File: src/rtl/arb_pkg.sv
package arb_pkg;

    // Controller states
    typedef enum logic [1:0] {
        ST_DISC = 2'd0,   // slave connected to nobody
        ST_OWN  = 2'd1,   // a master owns the slave, transfer may run
        ST_PARK = 2'd2    // a master is connected, no transfer running
    } arb_state_e;

    // Parking policy codes
    localparam logic [1:0] PARK_NONE  = 2'b00;
    localparam logic [1:0] PARK_LAST  = 2'b01;
    localparam logic [1:0] PARK_FIXED = 2'b10;

endpackage

File: src/rtl/arb_rr_pick.sv
module arb_rr_pick #(
    parameter int unsigned NUM_MASTERS = 6,
    localparam int unsigned IDX_W = $clog2(NUM_MASTERS)
) (
    input  logic [NUM_MASTERS-1:0] req,
    input  logic [IDX_W-1:0]       ptr,
    output logic                   hit,
    output logic [IDX_W-1:0]       idx
);

    // Scan from the largest offset down so the smallest offset wins.
    always_comb begin
        hit = 1'b0;
        idx = '0;
        for (int off = NUM_MASTERS - 1; off >= 0; off--) begin
            if (req[(int'(ptr) + off) % NUM_MASTERS]) begin
                hit = 1'b1;
                idx = IDX_W'((int'(ptr) + off) % NUM_MASTERS);
            end
        end
    end

endmodule

File: src/rtl/arb_prio_pick.sv
module arb_prio_pick #(
    parameter int unsigned NUM_MASTERS = 6,
    parameter int unsigned PRIO_W      = 2,
    localparam int unsigned IDX_W = $clog2(NUM_MASTERS)
) (
    input  logic [NUM_MASTERS-1:0]        req,
    input  logic [NUM_MASTERS*PRIO_W-1:0] prio,
    output logic                          hit,
    output logic [IDX_W-1:0]              idx
);

    logic [PRIO_W-1:0] best;

    // Ascending scan with >= : equal values move the pick to higher index.
    always_comb begin
        hit  = 1'b0;
        idx  = '0;
        best = '0;
        for (int i = 0; i < NUM_MASTERS; i++) begin
            if (req[i] && (!hit || prio[i*PRIO_W +: PRIO_W] >= best)) begin
                hit  = 1'b1;
                best = prio[i*PRIO_W +: PRIO_W];
                idx  = IDX_W'(i);
            end
        end
    end

endmodule

File: src/rtl/arb_slave_port.sv
module arb_slave_port
    import arb_pkg::*;
#(
    parameter int unsigned NUM_MASTERS = 6,
    parameter int unsigned PRIO_W      = 2,
    localparam int unsigned IDX_W = $clog2(NUM_MASTERS)
) (
    input  logic                          clk,
    input  logic                          rst_n,
    input  logic [NUM_MASTERS-1:0]        req,
    input  logic [NUM_MASTERS*PRIO_W-1:0] prio_cfg,
    input  logic                          rr_mode,
    input  logic [1:0]                    park_mode,
    input  logic [IDX_W-1:0]              dflt_id,
    input  logic                          xfer_done,
    output logic [NUM_MASTERS-1:0]        grant,
    output logic                          connected
);

    arb_state_e             state_q, state_d;
    logic [IDX_W-1:0]       owner_q, owner_d;
    logic [IDX_W-1:0]       ptr_q, ptr_d;

    logic                   rr_hit, fp_hit, any_req;
    logic [IDX_W-1:0]       rr_idx, fp_idx, win_idx;

    arb_state_e             park_st;
    logic [IDX_W-1:0]       park_own;
    logic [NUM_MASTERS-1:0] owner_oh;

    function automatic logic [IDX_W-1:0] wrap_inc(input logic [IDX_W-1:0] v);
        if (32'(v) >= NUM_MASTERS - 1)
            return '0;
        return v + 1'b1;
    endfunction

    // ---------------- selection logic ----------------
    arb_rr_pick #(
        .NUM_MASTERS(NUM_MASTERS)
    ) u_rr (
        .req(req),
        .ptr(ptr_q),
        .hit(rr_hit),
        .idx(rr_idx)
    );

    arb_prio_pick #(
        .NUM_MASTERS(NUM_MASTERS),
        .PRIO_W     (PRIO_W)
    ) u_fp (
        .req (req),
        .prio(prio_cfg),
        .hit (fp_hit),
        .idx (fp_idx)
    );

    assign any_req = rr_mode ? rr_hit : fp_hit;
    assign win_idx = rr_mode ? rr_idx : fp_idx;

    // ---------------- parking decision ----------------
    always_comb begin
        park_st  = ST_DISC;
        park_own = owner_q;
        unique case (park_mode)
            PARK_LAST: begin
                park_st  = ST_PARK;
                park_own = owner_q;
            end
            PARK_FIXED: begin
                if (32'(dflt_id) < NUM_MASTERS) begin
                    park_st  = ST_PARK;
                    park_own = dflt_id;
                end
            end
            default: begin
                park_st  = ST_DISC;
                park_own = owner_q;
            end
        endcase
    end

    // ---------------- next-state logic ----------------
    always_comb begin
        state_d = state_q;
        owner_d = owner_q;
        ptr_d   = ptr_q;
        unique case (state_q)
            ST_DISC: begin
                if (any_req) begin
                    state_d = ST_OWN;
                    owner_d = win_idx;
                    ptr_d   = wrap_inc(win_idx);
                end
            end
            ST_OWN: begin
                if (xfer_done) begin
                    if (any_req) begin
                        owner_d = win_idx;
                        ptr_d   = wrap_inc(win_idx);
                    end else begin
                        state_d = park_st;
                        owner_d = park_own;
                    end
                end
            end
            ST_PARK: begin
                if (req[owner_q]) begin
                    state_d = ST_OWN;
                    ptr_d   = wrap_inc(owner_q);
                end else if (any_req) begin
                    state_d = ST_OWN;
                    owner_d = win_idx;
                    ptr_d   = wrap_inc(win_idx);
                end else begin
                    state_d = park_st;
                    owner_d = park_own;
                end
            end
            default: begin
                state_d = ST_DISC;
            end
        endcase
    end

    // ---------------- state register ----------------
    always_ff @(posedge clk) begin
        if (!rst_n) begin
            state_q <= ST_DISC;
            owner_q <= '0;
            ptr_q   <= '0;
        end else begin
            state_q <= state_d;
            owner_q <= owner_d;
            ptr_q   <= ptr_d;
        end
    end

    // ---------------- outputs ----------------
    for (genvar g = 0; g < NUM_MASTERS; g++) begin : g_oh
        assign owner_oh[g] = (32'(owner_q) == g);
    end

    always_comb begin
        grant     = '0;
        connected = 1'b0;
        unique case (state_q)
            ST_OWN, ST_PARK: begin
                grant     = owner_oh;
                connected = 1'b1;
            end
            default: begin
                grant     = '0;
                connected = 1'b0;
            end
        endcase
    end

endmodule

File: config.mk
export PLATFORM = sky130hd
export DESIGN_NAME = arb_slave_port
export DESIGN_NICKNAME = d
export VERILOG_FILES = /design/src/rtl/arb_pkg.sv /design/src/rtl/arb_rr_pick.sv /design/src/rtl/arb_prio_pick.sv /design/src/rtl/arb_slave_port.sv
export SDC_FILE = /design/constraint.sdc
export NUM_CORES = 1
export LEC_CHECK = 0
export BUFFER_PORTS_ARGS = -buffer_cell sky130_fd_sc_hd__buf_2
export CORE_ASPECT_RATIO = 1.2
export CORE_UTILIZATION = 53
export DETAILED_ROUTE_END_ITERATION = 8
export PLACE_DENSITY = 0.75
export SLEW_MARGIN = 25
export SYNTH_ARGS = -nofsm -noshare
export SYNTH_HDL_FRONTEND = slang
export SYNTH_SLANG_ARGS = --single-unit
File: constraint.sdc
create_clock -name clk -period 10.5 [get_ports clk]
set_clock_uncertainty 0.1 [all_clocks]
set_input_delay 3.15 -clock clk [delete_from_list [all_inputs] [get_ports clk]]
set_output_delay 3.15 -clock clk [all_outputs]
set_load 0.03 [all_outputs]
==> results.ini, run 1 <==
[run_status]
outcome = complete, no violations

[global_routing]
grt_max_degree = 23
grt_overflow = 0
grt_first_pass_wirelength_mm = 9.41
grt_usage_pct = 25.0
first_global_vias = 2109
antenna_found_initial = 0

[clocking]
cts.sinks = 8
cts-root-buf = clkbuf_8
clkTransAtPathRegs_ns = 0.04
h-tree-depth = 1
cts_tree = yes
numCtsBuffers = 3
clk_latency_ns = 0.23
clockBufferDepth = 2
cts_hold_buf = 0

[placed_design]
buffer_ports.inserted = 33
gp_congestion = 0.960
pre_cts_slack_ns = -0.0220
place_hpwl_mm = 4.59
placed_area_um2 = 2510

[timing]
worst_slack_ns = 0.399
max_clock_freq_ghz = 0.0990
setup_viol = 0
fin_crit_sh_pct = 96.2
worstMarginPinSlew_ns = 0.609
post-route-min-period_ns = 10.10
hold-worst-slack_ns = 0.407
slew_headroom_pct = 59.0
finalHoldViolations = 0
drv_slew = 0

[critical_path]
slowest_delay_ns = 0.37
startpoint_type = input port
required_ns = 10.57
end_kind = flop
critical_path_class = in2reg
cp_slowest_cell = mux2_2
timing.critical_path.mode_cell = ha_1
worst-r2r-setup-slack_ns = 5.74
critPathMaxFanout = 5
arrival_ns = 10.17

[synthesis]
synthAdderAreaFrac_pct = 16.2
synth_compound_area_share_pct = 30.8
synth_area_um2 = 2310
synth_top_family_by_area = compound AO/OA/AOI/OAI gates
syn-num-nets = 374
async_flop_share_pct = 0
synth_ff_type = dfxtp_1
yosys_warnings = 0
yosys.area_share.simple_pct = 25.9
synth_edf_count = 0
synth_xor_area_share_pct = 2.33
synth.distinct_cells = 64
synthCells = 317
avgSynthCellArea_um2 = 7.29
synthMuxAreaShare_pct = 10.6
synth-seq-area-share_pct = 6.93
ys_ff_latch = 8

[routing]
routed_wl_mm = 5.87
vias = 2477
via_per_inst = 6.19
drt_iter0_markers = 183
ant_nets = 0
top_layer = met4
met2_length_mm = 2.94
dr_wl_met3_um = 243
met1_length_mm = 2.61
firstDrtPassIters = 4
drc = 0
avgRoutedWirePerCell_um = 14.7

[cells_and_area]
fin_nets = 405
fill_cells = 379
final_cell_mix = buf_2 (33), ha_1 (30), a21oi_1 (29), inv_1 (27), nand2_1 (27)
mostFrequentLayoutCell = buf_2
design_area_um2 = 2640
final_util_pct = 64.9
areaGrowthSynthToFinish_pct = 14.1
drive_gt1_share_pct = 21.1
n_antenna_cell = 0

[worst_hold_path]
hold_class = reg2reg

[floorplan]
row_count = 25
core_area_um2 = 4070
ios = 34
die_h_um = 74.3
design.die.area_um2 = 4630
fp.dieW_um = 62.3
start_util_pct = 56.8

[flow_run]
drv_cap = 0

[power]
leakagePower_uw = 0.00124
vdd_ir_drop_max_mv = 0.173
p_per_area_nw_per_um2 = 255

[synth_stat cells (2+ instances only)]
master / instances / area share, %
and3b_1: 2 / 0.76
o221a_2: 2 / 0.97
and2_1: 6 / 1.6
nor4_1: 3 / 0.81
mux4_2: 3 / 2.9
o2bb2ai_1: 2 / 0.76
mux2_2: 6 / 2.9
a221oi_1: 5 / 1.9
dfxtp_1: 8 / 6.9
nand3b_1: 3 / 0.97
o211ai_1: 5 / 1.6
inv_1: 27 / 4.4
nor2b_1: 8 / 2.2
a211oi_1: 4 / 1.3
ha_1: 30 / 16
xnor2_1: 3 / 1.1
a2111o_1: 2 / 0.97
clkbuf_1: 6 / 0.97
o21bai_1: 2 / 0.65
o31ai_1: 2 / 0.65
nand2b_1: 13 / 3.5
or2_4: 2 / 0.76
or2_2: 2 / 0.54
nand2_1: 27 / 4.4
and3_1: 7 / 1.9
mux2i_1: 11 / 4.8
a211o_1: 3 / 1.1
nor2_1: 19 / 3.1
o22a_1: 2 / 0.76
o22ai_1: 3 / 0.81
buf_2: 4 / 0.87
o21ai_0: 14 / 3.0
a21o_1: 4 / 1.3
nand3_1: 7 / 1.5
nor3_1: 9 / 1.9
o21a_1: 3 / 0.97
a31oi_1: 3 / 0.81
a21oi_1: 29 / 6.3
[worst max-delay path: cells and delay by family]
| kind | cells | cell delay (ns) |
|---|---|---|
| mux | 3 | 1.05 |
| fa+ha+maj | 6 | 1.66 |
| buf+inv | 3 | 0.33 |
| compound gates | 13 | 2.19 |
| simple gates | 13 | 1.80 |
[path summary, 6_finish.rpt]
check | cells after the start | from | endpoint
setup / recovery | 38 | req[0] | ptr_q[1]$_SDFFE_PN0P_
hold reg to reg | 2 | state_q[1]$_SDFFE_PN0P_ | state_q[1]$_SDFFE_PN0P_
hold / removal | 2 | state_q[1]$_SDFFE_PN0P_ | state_q[1]$_SDFFE_PN0P_
setup reg to reg | 18 | ptr_q[2]$_SDFFE_PN0P_ | ptr_q[1]$_SDFFE_PN0P_
[registers in the layout, indices dropped and copies added (netlist names)]
| name | cells |
|---|---|
| owner_q | 3 |
| ptr_q | 3 |
| state_q | 2 |
[metrics by stage]
stage / setup TNS, ns / total power [uW] / cells
6_report: 0 / 671 / 400
2_1_floorplan: 0 / 489 / 317
4_1_cts: 0 / 634 / 399
3_3_place_gp: 0 / 585 / 396
5_1_grt: -0.0309 / 730 / 400
3_5_place_dp: -0.0220 / 592 / 396
[cells by family (layout without fill, tap and decap cells)]
family                   after synthesis  count (layout)
AO/OA/AOI/OAI                        102             102
XOR/XNOR                               4               4
adder cells (fa/ha/maj)               30              30
flip-flops                             8               8
multiplexers                          20              20
buffers and inverters                 40              69
AND/OR/NAND/NOR                      113             113
[area by class of cell]
| class | instances | area, um^2 | share of cell area, % |
|---|---|---|---|
| timing repair buffer | 38 | 203 | 7.68 |
| inverter | 28 | 105 | 3.98 |
| sequential | 8 | 160 | 6.07 |
| tap | 54 | 67.6 | 2.56 |
| clock buffer | 3 | 41.3 | 1.57 |
| multi-input combinational | 269 | 2060 | 78.1 |
[where the power goes]
group / switching (uW) / internal (uW) / total, uW
sequential: 18.3 / 43.2 / 61.5
clock: 13.4 / 24.9 / 38.3
combinational: 328 / 243 / 572
[per-layer routing]
metal | track usage (%) | up-vias
li1 | - | 1238
met3 | 1.53 | 9
met4 | 7.49 | 0
met5 | 0 | -
met2 | 47.0 | 68
met1 | 31.0 | 1162
[repair_timing]
item,CTS,global route
gates resized for setup,0,16
setup endpoints to repair,0,3
buffers inserted,0,1
(Power assumes the default switching activity.)
==> inputs of run 2 (changes only) <==
Settings changed: CORE_UTILIZATION 53 to 54, PLACE_DENSITY 0.75 to 0.76, SYNTH_HIERARCHICAL set to 1.
==> run 2 against run 1 <==
Design area is 7.0% higher. Sequential power is 29% higher. Cell count is 4.8% higher. Routed wire length is 5.1% higher. Core utilization is 0.38 points higher. Via count is 2.8% higher. Critical path type unchanged. Critical endpoint is now ptr_q[2]$_SDFFE_PN0P_. Largest cell class unchanged.
==> results.ini, run 2 <==
[synthesis]
async_flop_share_pct = 0
synth.distinct_cells = 75
yosys-top-cells-count = ha_1 (35), a21oi_1 (29), inv_1 (29)
yosys.area.top_type_share_pct = 17.6
synth_ff_type = dfxtp_1
synth_area_um2 = 2480
avgSynthCellArea_um2 = 7.62
synth_edf_count = 0
ys_ff_latch = 8
synth-seq-area-share_pct = 6.45
yosys.area.top_type = ha_1
yosys_warnings = 6
synthCells = 326
syn-num-nets = 388
synth.area.top_cells = ha_1 (18%), dfxtp_1 (6.4%), a21oi_1 (5.8%)
synth.most_common_cell = ha_1

[critical_path]
critical_path_class = in2reg
timing.critical_path.mode_cell = ha_1
required_ns = 10.57
cp_slowest_cell = or4b_4
end_kind = flop
startpoint_type = input port
slowest_delay_ns = 0.50
critPathMaxFanout = 4
arrival_ns = 10.32

[power]
p_int_uw = 344
vdd_ir_drop_max_mv = 0.145
fin_total_pwr_uw = 741
p_clk_share_pct = 5.3
comb_power_share_pct = 84.0
leakagePower_uw = 0.00131
switching_share_pct = 53.6
p_sw_uw = 397
p_per_area_nw_per_um2 = 262
pwr-share-seq_pct = 10.7

[global_routing]
first_global_vias = 2255
grt_max_degree = 20
grt_first_pass_wirelength_mm = 10.1
antenna_found_initial = 0
grt_overflow = 0
grt_usage_pct = 25.1

[timing]
worstMarginPinSlew_ns = 0.865
post-route-min-period_ns = 10.25
worst_slack_ns = 0.249
finalHoldViolations = 0
setup_viol = 0
slew_headroom_pct = 42.3
drv_slew = 0
tns_ns = 0
fin_crit_sh_pct = 97.6
max_clock_freq_ghz = 0.0976

[routing]
avgRoutedWirePerCell_um = 14.7
drc = 0
vias = 2546
firstDrtPassIters = 4
ant_nets = 0
routed_wl_mm = 6.17
drt_iter0_markers = 144
via_per_inst = 6.08

[floorplan]
die_h_um = 76.3
core_area_um2 = 4330
fp.dieW_um = 63.9
design.die.area_um2 = 4880
ios = 34
row_count = 26
start_util_pct = 57.4

[worst_hold_path]
hold_class = reg2reg

[cells_and_area]
layout.cells.non_filler = 419
n_antenna_cell = 0
fin_nets = 427
final_cell_mix = ha_1 (35), buf_2 (33), inv_1 (29), a21oi_1 (27), nor2_1 (25)
mostFrequentLayoutCell = ha_1
drive_gt1_share_pct = 24.0
areaGrowthSynthToFinish_pct = 13.6
fill_cells = 416
reg_top3 = owner_q: 3 flops, ptr_q: 3 flops, state_q: 2 flops

[clocking]
clockBufferDepth = 2
numCtsBuffers = 3
h-tree-depth = 1
cts_tree = yes
clkTransAtPathRegs_ns = 0.04
cts-root-buf = clkbuf_8
cts_hold_buf = 0
clk_latency_ns = 0.24
cts.sinks = 8

[placed_design]
gp_congestion = 0.882
buffer_ports.inserted = 33
place_hpwl_mm = 4.86
dp_cells = 410
pre_cts_slack_ns = -0.262

[flow_run]
drv_cap = 0

[run_status]
outcome = complete, no violations

-- run 2: cell count changes after synthesis, moves of 4 or more --
| cell | before | now |
|---|---|---|
| nor3_1 | 9 | 3 |
| and3_1 | 7 | 3 |
| nand2_1 | 27 | 23 |
| nor2_1 | 19 | 25 |
| clkbuf_1 | 6 | 2 |
| mux2_2 | 6 | 10 |
| ha_1 | 30 | 35 |
-- run 2: worst paths after layout --
path                                 from                 endpoint  slack, ns  cells after the start
setup / recovery                   req[0]    ptr_q[2]$_SDFFE_PN0P_       0.25                     37
hold / removal    state_q[1]$_SDFFE_PN0P_  state_q[1]$_SDFFE_PN0P_       0.42                      2
setup reg to reg    ptr_q[0]$_SDFFE_PN0P_    ptr_q[2]$_SDFFE_PN0P_       4.63                     18
hold reg to reg   state_q[1]$_SDFFE_PN0P_  state_q[1]$_SDFFE_PN0P_       0.42                      2
-- run 2: final cells by class --
type | count | area (um^2) | area share (%)
tap | 56 | 70.1 | 2.48
multi-input combinational | 280 | 2210 | 78.2
timing repair buffer | 41 | 225 | 7.98
sequential | 8 | 160 | 5.67
inverter | 31 | 119 | 4.21
clock buffer | 3 | 41.3 | 1.46
-- run 2: kinds of logic (layout without fill, tap and decap cells) --
| kind of cell | Yosys count | in the layout | synth area share (%) |
|---|---|---|---|
| compound gates | 106 | 106 | 31.3 |
| buf+inv | 38 | 75 | 6.60 |
| xor+xnor | 4 | 4 | 2.47 |
| mux | 26 | 26 | 11.9 |
| flops | 8 | 8 | 6.44 |
| fa+ha+maj | 35 | 35 | 17.6 |
| simple gates | 109 | 109 | 23.7 |
-- run 2: stage by stage --
stage / hold WS (ns) / util [%] / instance area, um^2
2_1_floorplan: 0.382 / - / 2480
3_3_place_gp: 0.407 / 62.2 / 2690
3_5_place_dp: 0.415 / 62.2 / 2690
4_1_cts: 0.420 / 63.3 / 2740
5_1_grt: 0.437 / 65.2 / 2820
6_report: 0.416 / 65.2 / 2820
-- run 2: routing by layer --
metal	vias up	global-route usage (%)	share of wire [%]
li1	1295	-	-
met1	1190	31.2	45
met2	54	45.7	51
met3	7	0.898	2.7
met4	0	7.05	1.0
met5	-	0	0
-- run 2: timing repair --
action,in CTS,in global routing
cloned,0,0
resized for setup,0,11
buffers inserted,1,5
setup endpoints to repair,2,3
pin swaps,0,4
endpoints found under the hold margin,0,0
-- run 2: critical path, delay by kind of cell --
family	cells	cell delay (ns)
buf+inv	1	0.11
mux	3	1.01
compound gates	14	2.39
fa+ha+maj	6	1.57
simple gates	13	2.10
-- run 2: power groups by stage --
stage | registers [uW] | logic (uW) | clock network, uW
2_1_floorplan | 59.2 | 508 | 0
3_3_place_gp | 79.0 | 590 | 0
3_5_place_dp | 80.4 | 599 | 0
4_1_cts | 79.6 | 603 | 40.0
5_1_grt | 83.8 | 686 | 42.7
6_report | 79.3 | 622 | 39.6
